--- config.mk ---
export PLATFORM = sky130hd
export DESIGN_NAME = irq_entry_unit
export DESIGN_NICKNAME = d
export VERILOG_FILES = /design/src/rtl/irq_entry_unit.sv
export SDC_FILE = /design/constraint.sdc
export NUM_CORES = 1
export LEC_CHECK = 0
export ABC_AREA = 1
export BUFFER_PORTS_ARGS = -buffer_cell sky130_fd_sc_hd__buf_2
export CAP_MARGIN = 20
export CORE_AREA = 2 2 287 289
export CTS_CLUSTER_SIZE = 14
export DETAILED_ROUTE_END_ITERATION = 10
export DIE_AREA = 0 0 289 291
export SYNTH_ARGS = -nofsm -noshare
export SYNTH_HDL_FRONTEND = slang
export SYNTH_SLANG_ARGS = --single-unit
export TNS_END_PERCENT = 1
--- constraint.sdc ---
create_clock -name clk -period 0.8 [get_ports clk]
set_input_delay 0.16 -clock clk [delete_from_list [all_inputs] [get_ports clk]]
set_output_delay 0.16 -clock clk [all_outputs]
set_load 0.01 [all_outputs]
--- src/rtl/irq_entry_unit.sv ---
module irq_entry_unit #(
  parameter int              NLEVEL      = 6,
  parameter int              NIRQ        = 32,
  parameter int              XLEN        = 32,
  parameter int              UM_BIT      = 5,
  parameter bit              HAS_DEPC    = 1'b1,
  parameter bit              RELOC       = 1'b1,
  parameter logic [XLEN-1:0] DEF_VECBASE = XLEN'(32'h4000_0000)
) (
  input  logic                   clk,
  input  logic                   rst_n,
  input  logic                   req_valid,
  input  logic [3:0]             req_level,
  input  logic [XLEN-1:0]        status,
  input  logic [NIRQ-1:0]        intset,
  input  logic [NIRQ-1:0]        intenable,
  input  logic [NLEVEL*NIRQ-1:0] level_mask,
  input  logic [XLEN-1:0]        cur_pc,
  input  logic [XLEN-1:0]        vecbase,
  input  logic [NLEVEL*XLEN-1:0] vec_table,
  output logic                   taken_o,
  output logic [XLEN-1:0]        new_pc_o,
  output logic [XLEN-1:0]        new_status_o,
  output logic                   epc_we_o,
  output logic [3:0]             epc_idx_o,
  output logic [XLEN-1:0]        epc_data_o,
  output logic                   eps_we_o,
  output logic [3:0]             eps_idx_o,
  output logic [XLEN-1:0]        eps_data_o,
  output logic                   depc_we_o,
  output logic [XLEN-1:0]        depc_data_o,
  output logic                   cause_we_o,
  output logic [5:0]             cause_o,
  output logic [1:0]             exc_class_o
);

  localparam logic [3:0]      MAX_LVL  = 4'(NLEVEL);
  localparam logic [5:0]      CAUSE_L1 = 6'd4;
  localparam logic [1:0]      CLS_KERN = 2'd1;
  localparam logic [1:0]      CLS_USER = 2'd2;
  localparam logic [1:0]      CLS_DBL  = 2'd3;
  localparam logic [XLEN-1:0] EXCM     = XLEN'(1) << 4;

  logic [NIRQ-1:0] sel_mask;
  logic [XLEN-1:0] sel_vec;
  logic [XLEN-1:0] vec_eff;
  logic            hit;
  logic            is_hi;

  always_comb begin
    sel_mask = '0;
    sel_vec  = '0;
    for (int i = 1; i <= NLEVEL; i++) begin
      if (req_level == 4'(i)) begin
        sel_mask = level_mask[(i-1)*NIRQ +: NIRQ];
        sel_vec  = vec_table[(i-1)*XLEN +: XLEN];
      end
    end
  end

  generate
    if (RELOC) begin : g_reloc
      assign vec_eff = sel_vec - DEF_VECBASE + vecbase;
    end else begin : g_fixed
      assign vec_eff = sel_vec;
    end
  endgenerate

  assign hit = req_valid && (req_level != 4'd0) && (req_level <= MAX_LVL)
            && (req_level > status[3:0]) && |(sel_mask & intset & intenable);
  assign is_hi = req_level > 4'd1;

  always_ff @(posedge clk or negedge rst_n) begin
    if (!rst_n) begin
      taken_o      <= 1'b0;
      new_pc_o     <= '0;
      new_status_o <= '0;
      epc_we_o     <= 1'b0;
      epc_idx_o    <= '0;
      epc_data_o   <= '0;
      eps_we_o     <= 1'b0;
      eps_idx_o    <= '0;
      eps_data_o   <= '0;
      depc_we_o    <= 1'b0;
      depc_data_o  <= '0;
      cause_we_o   <= 1'b0;
      cause_o      <= '0;
      exc_class_o  <= '0;
    end else begin
      taken_o     <= hit;
      epc_we_o    <= 1'b0;
      eps_we_o    <= 1'b0;
      depc_we_o   <= 1'b0;
      cause_we_o  <= 1'b0;
      exc_class_o <= '0;
      if (hit) begin
        if (is_hi) begin
          new_pc_o     <= vec_eff;
          new_status_o <= {status[XLEN-1:5], 1'b1, req_level};
          epc_we_o     <= 1'b1;
          epc_idx_o    <= req_level;
          epc_data_o   <= cur_pc;
          eps_we_o     <= 1'b1;
          eps_idx_o    <= req_level;
          eps_data_o   <= status;
        end else begin
          new_pc_o     <= cur_pc;
          new_status_o <= status | EXCM;
          cause_we_o   <= 1'b1;
          cause_o      <= CAUSE_L1;
          if (status[4]) begin
            exc_class_o <= CLS_DBL;
            if (HAS_DEPC) begin
              depc_we_o   <= 1'b1;
              depc_data_o <= cur_pc;
            end else begin
              epc_we_o   <= 1'b1;
              epc_idx_o  <= 4'd1;
              epc_data_o <= cur_pc;
            end
          end else begin
            exc_class_o <= status[UM_BIT] ? CLS_USER : CLS_KERN;
            epc_we_o    <= 1'b1;
            epc_idx_o   <= 4'd1;
            epc_data_o  <= cur_pc;
          end
        end
      end
    end
  end

endmodule

==> results of run 1 <==
==> sequential cells by signal (all words and copies together), names as in the netlist <==
| signal | cells |
|---|---|
| cause_o | 1 |
| cause_we_o | 1 |
| depc_data_o | 32 |
| depc_we_o | 1 |
| epc_data_o | 32 |
| epc_idx_o | 4 |
| epc_we_o | 1 |
| eps_data_o | 32 |
| eps_idx_o | 4 |
| eps_we_o | 1 |
| exc_class_o | 2 |
| new_pc_o | 32 |
| new_status_o | 32 |
| taken_o | 1 |
==> cells in the final DEF, fill, tap and decap left out, types with 13 or more instances in the layout <==
cell type	n
nand2_1	784
buf_2	651
buf_4	205
dfrtp_1	176
inv_1	172
nand3_1	135
nor2_1	132
nand4_1	113
buf_6	84
dlygate4sd3_1	57
ha_1	44
buf_12	40
o211ai_1	33
o21ai_0	27
ha_4	19
nand2_2	17
clkbuf_16	17
a21oi_1	16
a221oi_1	16
a21oi_2	16
o21ai_1	15
nand3b_1	15
diode_2	14
o2111ai_1	13
==> worst max-delay path, stage by stage <==
cell     delay [ps]
buf_12          110
nor2_4          200
buf_4           160
nand2_4          80
inv_1           110
buf_12          170
buf_4           140
nand2_1          50
nand4_1          80
o21ai_1          80
a31oi_1         160
buf_4           170
ha_1            230
ha_1            290
buf_4           150
nand2_1          50
nand2_1          90
a21oi_2         160
nand3_2         110
buf_4           150
nand2_1          50
nand2_1          50
or2_2           260
nand3_1          90
nand2_1          50
nand3_1          60
nand2_1          50
==> per-stage QoR <==
stage	TNS, ps	cells	setup slack, ps
after global routing	-362550	4044	-2630
after CTS	-370340	4028	-2370
after detailed placement	-440270	3928	-3230
after global placement	-439790	3928	-3220
after floorplan	-233760	2007	-2280
final	-331680	4049	-2380
==> per-layer routing <==
| metal | part of all wire | vias up | track usage |
|---|---|---|---|
| met4 | 0.030 | 8 | 0.0590 |
| met3 | 0.084 | 107 | 0.0458 |
| met5 | 0.00059 | - | 0 |
| li1 | - | 8491 | - |
| met2 | 0.44 | 745 | 0.280 |
| met1 | 0.44 | 8092 | 0.239 |
==> cell type report <==
| class | instances | area share |
|---|---|---|
| Multi-Input combinational cell | 1530 | 0.372 |
| Timing Repair Buffer | 1044 | 0.319 |
| Sequential cell | 176 | 0.193 |
| Tap cell | 1070 | 0.0587 |
| Inverter | 183 | 0.0306 |
| Clock buffer | 19 | 0.0190 |
| Clock inverter | 13 | 0.00549 |
| Antenna cell | 14 | 0.00154 |
==> power by group through the flow <==
stage               clock [mW]  combinational (mW)  sequential, mW
floorplan                    0                6.20            15.2
global placement             0                17.8            13.9
detailed placement           0                17.9            13.9
CTS                       8.55                19.8            14.0
global route              8.80                22.5            14.5
finish                    8.29                20.6            14.1
==> how the worst max path moves through the flow <==
stage            startpoint            to  slack (ps)  depth (start not counted)
6_report       req_level[3]  new_pc_o[18]       -2380                         27
5_1_grt        req_level[3]  new_pc_o[31]       -2630                         29
4_1_cts        req_level[2]  new_pc_o[17]       -2370                         23
3_5_place_dp   req_level[2]  new_pc_o[25]       -3230                         23
3_3_place_gp   req_level[2]  new_pc_o[17]       -3220                         24
2_1_floorplan  req_level[3]  new_pc_o[18]       -2280                         23
==> cells by family (layout without fill, tap and decap cells) <==
kind of cell | Yosys count | count (layout) | synth area share
XOR/XNOR | 14 | 14 | 0.00920
adder cells (fa/ha/maj) | 66 | 66 | 0.0626
buffers and inverters | 301 | 1259 | 0.101
flip-flops | 176 | 176 | 0.331
AO/OA/AOI/OAI | 190 | 190 | 0.0960
AND/OR/NAND/NOR | 1254 | 1254 | 0.400
multiplexers | 1 | 1 | 0.000751
other | 1 | 19 | 0.000281
==> timing repair <==
action | CTS | global route
setup endpoints to repair | 352 | 352
gates resized for setup | 180 | 104
pin swaps | 22 | 17
hold buffers | 57 | 0
endpoints found under the hold margin | 288 | 0
buffers inserted | 9 | 7
gates cloned | 2 | 0
==> key figures, run 1 <==
CTS
  – CTS Sinks: 176
  – Reg clk slew, reported paths: 70 ps
  – Clock root buffer: clkbuf_16
  – CTS tree: built
  – Clk Latency, worst-skew pair: 460 ps
  – TritonCTS buffer count: 17
  – Clock Path Buffers: 2
  – CTS H-tree depth: 4

STA
  – Skew final: 0 ps
  – Tmin final: 3180 ps
  – Max Freq: 315 MHz
  – Hold slack: 16.9 ps
  – Final WS setup: -2380 ps
  – Period utilisation layout: 3.97
  – Endpoints failing setup: 352
  – Final max-slew violation count: 0
  – RSZ-0062 raised after global routing: yes
  – Final Hold Fails: 0

Place
  – I/O Buffers: 726
  – Placed cell area: 20100 um2
  – Routability cong.: 0.971
  – Post-detail-place hpwl: 64.7 mm

Die
  – Num ports: 732
  – Core Area: 81200 um2
  – Die Y: 291 um
  – Die W: 289 um
  – Rows: 105
  – Initial Utilization: 0.164
  – Die area: 84100 um2

Final layout
  – Storage element area: 4400 um2
  – Area of the multi-input gates: 8490 um2
  – Post-layout util: 0.281
  – Fillcell total: 8946
  – Design Area, Final: 22800 um2
  – P&R area growth vs syn: 71.2%
  – Layout cells sized above 1: 0.398
  – # nets final: 3569

Pwr
  – Internal power: 26.1 mW
  – Lkg Pwr: 12.6 nW
  – Peak supply drop: 1340 uV
  – Seq pwr share: 0.329
  – Switching power: 16.9 mW
  – Combinational share of power: 0.478
  – Power share of the clock group: 0.193
  – Cell Pwr Density: 1890 nW/um2
  – Sw Share: 0.393
  – Total power: 43.0 mW

Drt
  – Remaining DRCs: 0
  – Via density: 4.31
  – Via count: 17400
  – Initial DRC count: 963
  – Routed Wire Length: 78.4 mm
  – TritonRoute pass-1 iters: 5
  – Antenna-violating nets left: 0
  – DR WL/cell: 19.4 um

GRT
  – Total Routing Usage GR: 0.179
  – Maximum number of pins on one net before global-route repair: 63
  – Vias in the first global route: 17200
  – Grt total ovfl: 0
  – First-pass GRT wire length: 111 mm
  – Initial antenna violation count: 25

Yosys
  – Synth Warn #: 0
  – Most frequent cell after synthesis: nand2_1
  – EDFF count, synth: 0
  – #FFs+latches synth: 176
  – Ys flop type: dfrtp_1
  – Post-synth top area cell: dfrtp_1
  – Largest cells by area after synthesis: dfrtp_1 33%, nand2_1 23%, ha_1 6.1%
  – Distinct cells, synth: 43
  – Top post-synthesis cells by count: 803 x nand2_1, 176 x dfrtp_1, 176 x inv_1, 148 x nor2_1, 147 x nand3_1
  – Synth top area share: 0.331
  – Synthesized area: 13300 um2
  – Asr flop ratio synth: 1.00
  – Avg Inst Size Synth: 6.65 um2
  – Register area share after synthesis: 0.331
  – Gate Count Post-Synth: 2003

Setup path
  – R2r setup slk: 120 ps
  – Required time at the worst-slack endpoint: 1160 ps
  – CP endpoint kind: flop
  – Startpoint Class: primary input
  – RR Startpoint: epc_data_o[1]
  – Crit Path Category: primary input to flop
  – Worst path arrival time: 3540 ps
  – CP max FO: 21
  – R2r endpoint: epc_data_o[1]
  – R2R depth: 2

Worst hold path
  – Hold wc startpoint: req_level[0]
  – Hold depth: 3
  – Min-Delay Endpoint: eps_idx_o[0]
  – Hold WC Path Type: primary input to flop

Run status
  – Status: finished with violations
  – Failing checks: setup timing

Run
  – Max-cap violations: 0
Power figures use the tool's default switching activity.
==> run 2, diff against run 1 <==
--- a/config.mk
+++ b/config.mk
@@ -13,4 +13,5 @@
 export DETAILED_ROUTE_END_ITERATION = 10
 export DIE_AREA = 0 0 289 291
+export RECOVER_POWER = 25
 export SYNTH_ARGS = -nofsm -noshare
 export SYNTH_HDL_FRONTEND = slang
==> constraint.sdc (replaced) <==
create_clock -name clk -period 0.8 [get_ports clk]
set_input_delay 0.16 -clock clk [delete_from_list [all_inputs] [get_ports clk]]
set_output_delay 0.16 -clock clk [all_outputs]
set_load 0.02 [all_outputs]
==> run 2 against run 1 <==
  * Worst hold slack got worse by 1.1 ps
  * Register-to-register slack about the same
  * Global-route usage about the same
  * Fmax decreased by 0.13%
  * Critical endpoint unchanged
  * Combinational power increased by 16%
  * Wire length about the same
  * The flow still finishes with violations (setup timing)
  * Critical path type unchanged
  * Sequential share of layout area decreased by 0.19 points
  * Final cell count about the same
  * Total power increased by 8.3%
  * Utilization increased by 0.29 points
==> key figures, run 2 (same netlist as run 1, synthesis figures left out) <==
Worst hold path
  – Hold WC Path Type: primary input to flop

Setup path
  – Required time at the worst-slack endpoint: 1160 ps (about the same)
  – Delay-heaviest family, CP: simple AND/OR/NAND/NOR gates
  – Crit-path slowest cell: ha_1
  – Startpoint Class: primary input
  – CP Buf/Inv Count: 8 (unchanged)
  – CP max FO: 21 (unchanged)
  – Worst path arrival time: 3540 ps (about the same)
  – Most frequent cell on the critical path: nand2_1
  – Crit Path Category: primary input to flop
  – CP max stage delay: 290 ps (about the same)
  – CP endpoint kind: flop

Place
  – Placed cell area: 20100 um2 (unchanged)
  – Post-detail-place hpwl: 64.7 mm (unchanged)
  – Post-place setup slack: -3230 ps (unchanged)
  – I/O Buffers: 726 (unchanged)
  – Routability cong.: 0.971 (unchanged)

Drt
  – Via density: 4.34 (+0.77%)
  – Remaining DRCs: 0 (unchanged)
  – Via count: 17600 (+0.75%)
  – Initial DRC count: 955 (-0.83%)
  – Antenna-violating nets left: 0 (unchanged)
  – Routed Wire Length: 78.5 mm (about the same)
  – DR WL/cell: 19.4 um (about the same)
  – TritonRoute pass-1 iters: 5 (unchanged)

Run status
  – Status: finished with violations
  – Failing checks: setup timing

Final layout
  – Commonest non-fill, non-tap cell in the layout: nand2_1
  – P&R area growth vs syn: 72.9%
  – # nets final: 3569 (unchanged)
  – Commonest non-fill, non-tap cells in the layout: 784 x nand2_1, 612 x buf_2, 205 x buf_4, 174 x dfrtp_1, 172 x inv_1
  – Design Area, Final: 23000 um2 (+1.0%)
  – Layout cells sized above 1: 0.398 (+0.000675)
  – Post-layout util: 0.284 (+0.00290)

Die
  – Num ports: 732 (unchanged)
  – Initial Utilization: 0.164 (unchanged)
  – Die Y: 291 um (unchanged)
  – Die area: 84100 um2 (unchanged)
  – Core Area: 81200 um2 (unchanged)
  – Die W: 289 um (unchanged)
  – Rows: 105 (unchanged)

STA
  – Final WS setup: -2380 ps (-4.14 ps)
  – Tmin final: 3180 ps (+4.14 ps)
  – Final max-slew violation count: 0 (unchanged)
  – RSZ-0062 raised after global routing: yes
  – Endpoints failing setup: 409 (+16%)
  – Hold slack: 15.8 ps (-1.11 ps)
  – Final Hold Fails: 0 (unchanged)
  – Max Freq: 314 MHz (-0.13%)
  – Skew final: 0 ps (unchanged)
  – Period utilisation layout: 3.98 (+0.00518)
  – Setup TNS: -335030 ps (-3350 ps)

CTS
  – Clock root buffer: clkbuf_16
  – Clk Latency, worst-skew pair: 450 ps (about the same)
  – Reg clk slew, reported paths: 70 ps (about the same)
  – CTS H-tree depth: 4 (unchanged)
  – Clock Path Buffers: 2 (unchanged)
  – CTS Sinks: 176 (unchanged)
  – TritonCTS buffer count: 17 (unchanged)
  – CTS tree: built

GRT
  – Initial antenna violation count: 25 (unchanged)
  – Grt met2 use: 0.278 (-0.00140)
  – GR Util met3: 0.0466 (+0.000705)
  – First-pass GRT wire length: 111 mm (about the same)
  – Total Routing Usage GR: 0.179 (-0.000218)
  – Maximum number of pins on one net before global-route repair: 63 (unchanged)
  – M1 GR Usage: 0.238 (-0.000541)
  – Vias in the first global route: 17200 (-0.023%)
  – GR peak layer: met2
  – Grt total ovfl: 0 (unchanged)

Pwr
  – Peak supply drop: 1360 uV (+1.7%)
  – Internal power: 27.0 mW (+3.6%)
  – Switching power: 19.5 mW (+15%)
  – Power share of the clock group: 0.178 (-0.015)
  – Sw Share: 0.419 (+0.0262)
  – Lkg Pwr: 12.7 nW (+0.39%)
  – Cell Pwr Density: 2020 nW/um2 (+7.2%)
  – Seq pwr share: 0.308 (-0.021)
  – Combinational share of power: 0.514 (+0.036)

Run
  – Max-cap violations: 0 (unchanged)
## run 2: cell types whose count changed in the layout (fill, tap and decap cells not counted), sizes merged
cell	change
diode	-1
## run 2: area by class of cell
cell class | instances | area, um2
antenna | 13 | 32.5
inverter | 183 | 697
fill | 8897 | 58200
multi-input combinational | 1530 | 8490
clock buffer | 19 | 433
timing repair buffer | 1044 | 7520
clock inverter | 13 | 125
tap | 1070 | 1340
sequential | 176 | 4410
## run 2: worst paths after layout
path                       depth (start not counted)     startpoint  slack [ps]              end
hold reg to reg                                    2     cause_o[2]         460       cause_o[2]
setup / recovery                                  27   req_level[3]       -2380     new_pc_o[18]
max in group asynchronous                          3          rst_n         -40  depc_data_o[17]
hold / removal                                     3   req_level[0]          20     eps_idx_o[0]
min in group asynchronous                          2          rst_n         190       cause_o[2]
setup reg to reg                                   2  epc_data_o[0]         120    epc_data_o[0]
## run 2: timing repair
action                     4_1_cts  5_1_grt
gates cloned                     2        0
pin swaps                       22       17
hold buffers                    57        0
resized for setup              254      163
buffers inserted                 9        7
hold endpoints to repair       288        0
setup endpoints to repair      352      352
## run 2: worst min-delay path: stages
cell     delay, ps
buf_4          150
nand4_1         80
nand2_1         50
## run 2: metrics by stage
step                      power, mW  std cells
after CTS                      45.5       4028
final                          46.5       4048
after floorplan                23.8       2007
after global placement         34.1       3928
after detailed placement       34.3       3928
after global routing           49.3       4044
## run 2: power groups by stage
stage                     sequential (mW)  combinational (mW)  clock (mW)
after detailed placement             13.9                20.3           0
after CTS                            14.1                22.8        8.55
after global placement               13.9                20.3           0
after floorplan                      17.6                6.20           0
after global routing                 14.7                25.9        8.80
final                                14.3                23.9        8.29
## run 2: routing by layer
| metal | part of all wire | wire (um) |
|---|---|---|
| met5 | 0.00064 | 50 |
| met4 | 0.031 | 2410 |
| met3 | 0.088 | 6930 |
| met2 | 0.44 | 34700 |
| met1 | 0.44 | 34400 |
==> run 3, diff against run 2 <==
- CTS_BUF_LIST: default -> sky130_fd_sc_hd__clkbuf_16
==> run 3 against run 2 <==
  * Worst setup slack better by 7.1 ps
  * Combinational power hardly changed
  * Worst hold slack hardly changed
  * Critical path depth stayed put
  * Clock power hardly changed
  * The flow still finishes with violations (setup timing)
  * Wire length stayed put
  * Sequential share of layout area hardly changed
==> key figures, run 3 (same netlist as run 1, synthesis figures left out) <==
Drt
  – DR WL/cell: 19.4 um (about the same)
  – Via density: 4.33 (-0.37%)
  – Routed Wire Length: 78.5 mm (unchanged)
  – TritonRoute pass-1 iters: 5 (unchanged)
  – Remaining DRCs: 0 (unchanged)
  – Initial DRC count: 892 (-6.6%)
  – Via count: 17500 (-0.35%)
  – Antenna-violating nets left: 0 (unchanged)

GRT
  – Maximum number of pins on one net before global-route repair: 63 (unchanged)
  – First-pass GRT wire length: 111 mm (unchanged)
  – Initial antenna violation count: 25 (unchanged)
  – Vias in the first global route: 17200 (unchanged)
  – Grt total ovfl: 0 (unchanged)
  – Total Routing Usage GR: 0.179 (unchanged)

Die
  – Initial Utilization: 0.164 (unchanged)
  – Num ports: 732 (unchanged)
  – Die area: 84100 um2 (unchanged)
  – Rows: 105 (unchanged)
  – Die Y: 291 um (unchanged)
  – Core Area: 81200 um2 (unchanged)
  – Die W: 289 um (unchanged)

STA
  – Tmin final: 3180 ps (-7.10 ps)
  – Final Hold Fails: 0 (unchanged)
  – Skew final: 0 ps (unchanged)
  – Period utilisation layout: 3.97 (-0.00888)
  – RSZ-0062 raised after global routing: yes
  – Final max-slew violation count: 0 (unchanged)
  – Final WS setup: -2380 ps (+7.10 ps)
  – Endpoints failing setup: 400 (-2.2%)
  – Max Freq: 315 MHz (+0.22%)

Final layout
  – P&R area growth vs syn: 72.9% (about the same)
  – Design Area, Final: 23000 um2 (about the same)
  – # nets final: 3569 (unchanged)
  – Post-layout util: 0.284 (about the same)
  – Layout cells sized above 1: 0.398 (unchanged)
  – Storage element area: 4410 um2 (unchanged)
  – Fillcell total: 8898 (+0.011%)
  – Commonest non-fill, non-tap cells in the layout: 784 x nand2_1, 613 x buf_2, 205 x buf_4, 174 x inv_1, 174 x dfrtp_1
  – Area of the multi-input gates: 8490 um2 (unchanged)
  – Commonest non-fill, non-tap cell in the layout: nand2_1

Place
  – Placed cell area: 20100 um2 (unchanged)
  – Post-detail-place hpwl: 64.7 mm (unchanged)
  – Routability cong.: 0.971 (unchanged)
  – Post-place setup slack: -3230 ps (unchanged)
  – I/O Buffers: 726 (unchanged)

Setup path
  – Worst path arrival time: 3530 ps (about the same)
  – CP endpoint kind: flop
  – Crit Path Category: primary input to flop
  – Startpoint Class: primary input
  – CP max FO: 21 (unchanged)
  – Required time at the worst-slack endpoint: 1160 ps (about the same)

CTS
  – Reg clk slew, reported paths: 70 ps (about the same)
  – CTS H-tree depth: 4 (unchanged)
  – Clk Latency, worst-skew pair: 450 ps (about the same)
  – CTS Sinks: 176 (unchanged)
  – TritonCTS buffer count: 17 (unchanged)
  – Clock root buffer: clkbuf_16
  – CTS tree: built
  – Clock Path Buffers: 2 (unchanged)

Run
  – Max-cap violations: 0 (unchanged)

Run status
  – Failing checks: setup timing
  – Status: finished with violations

Pwr
  – Cell Pwr Density: 2020 nW/um2 (about the same)
  – Total power: 46.5 mW (about the same)
  – Peak supply drop: 1350 uV (-0.33%)
  – Lkg Pwr: 12.7 nW (about the same)

Worst hold path
  – Hold WC Path Type: primary input to flop
## run 3: cell types whose count changed in the layout (fill, tap and decap cells not counted), sizes merged
cell and change:
diode +1, clkbuf -2, inv +2
## run 3: final cells by class
cell class | instances | area share
Clock buffer | 17 | 0.0185
Inverter | 183 | 0.0303
Antenna cell | 14 | 0.00152
Multi-Input combinational cell | 1530 | 0.368
Tap cell | 1070 | 0.0581
Sequential cell | 176 | 0.191
Timing Repair Buffer | 1044 | 0.326
Clock inverter | 15 | 0.00576
## run 3: worst paths after layout
check                                   from              end  slack (ps)  cells after the start
max in group asynchronous              rst_n  depc_data_o[11]         -30                      3
worst max register to register  new_pc_o[27]     new_pc_o[27]         120                      2
worst min register to register    cause_o[2]       cause_o[2]         460                      2
worst max-delay path            req_level[3]     new_pc_o[18]       -2380                     27
min in group asynchronous              rst_n       cause_o[2]         190                      2
worst min-delay path            req_level[0]     eps_idx_o[0]          20                      3
## run 3: through the flow
step / TNS (ps) / instances / hold slack (ps)
3_3_place_gp: -439810 / 3928 / 25.4
3_5_place_dp: -440270 / 3928 / 26.1
4_1_cts: -372870 / 4028 / 0.974
2_1_floorplan: -233910 / 2007 / -136
6_report: -334850 / 4049 / 15.6
5_1_grt: -378340 / 4044 / 32.6
## run 3: where the power goes
part | internal [mW] | switching (mW)
sequential | 12.0 | 2.33
combinational | 10.6 | 13.2
clock | 4.33 | 3.97
## run 3: per-layer routing
metal	global-route usage	routed length, um	vias to the layer above
met5	0	50	-
met4	0.0606	2410	8
met3	0.0466	6720	107
met2	0.278	34700	801
met1	0.238	34500	8101
li1	-	-	8495
## run 3: critical path, cell delays in order
cell     delay, ps
buf_12         110
nor2_4         200
buf_4          160
nand2_4         80
inv_1          110
buf_12         170
buf_4          140
nand2_1         50
nand4_1         80
o21ai_1         80
a31oi_1        160
buf_4          170
ha_1           230
ha_1           290
buf_4          150
nand2_1         50
nand2_1         90
a21oi_2        160
nand3_2        110
buf_4          150
nand2_1         50
nand2_1         50
or2_2          260
nand3_1         90
nand2_1         50
nand3_1         60
nand2_1         50
## run 3: timing repair
item	CTS	global route
setup buffers	9	7
gates cloned	2	0
hold buffers	57	0
setup endpoints to repair	352	352
hold endpoints to repair	288	0
gates resized for setup	254	161
pin swaps	22	17
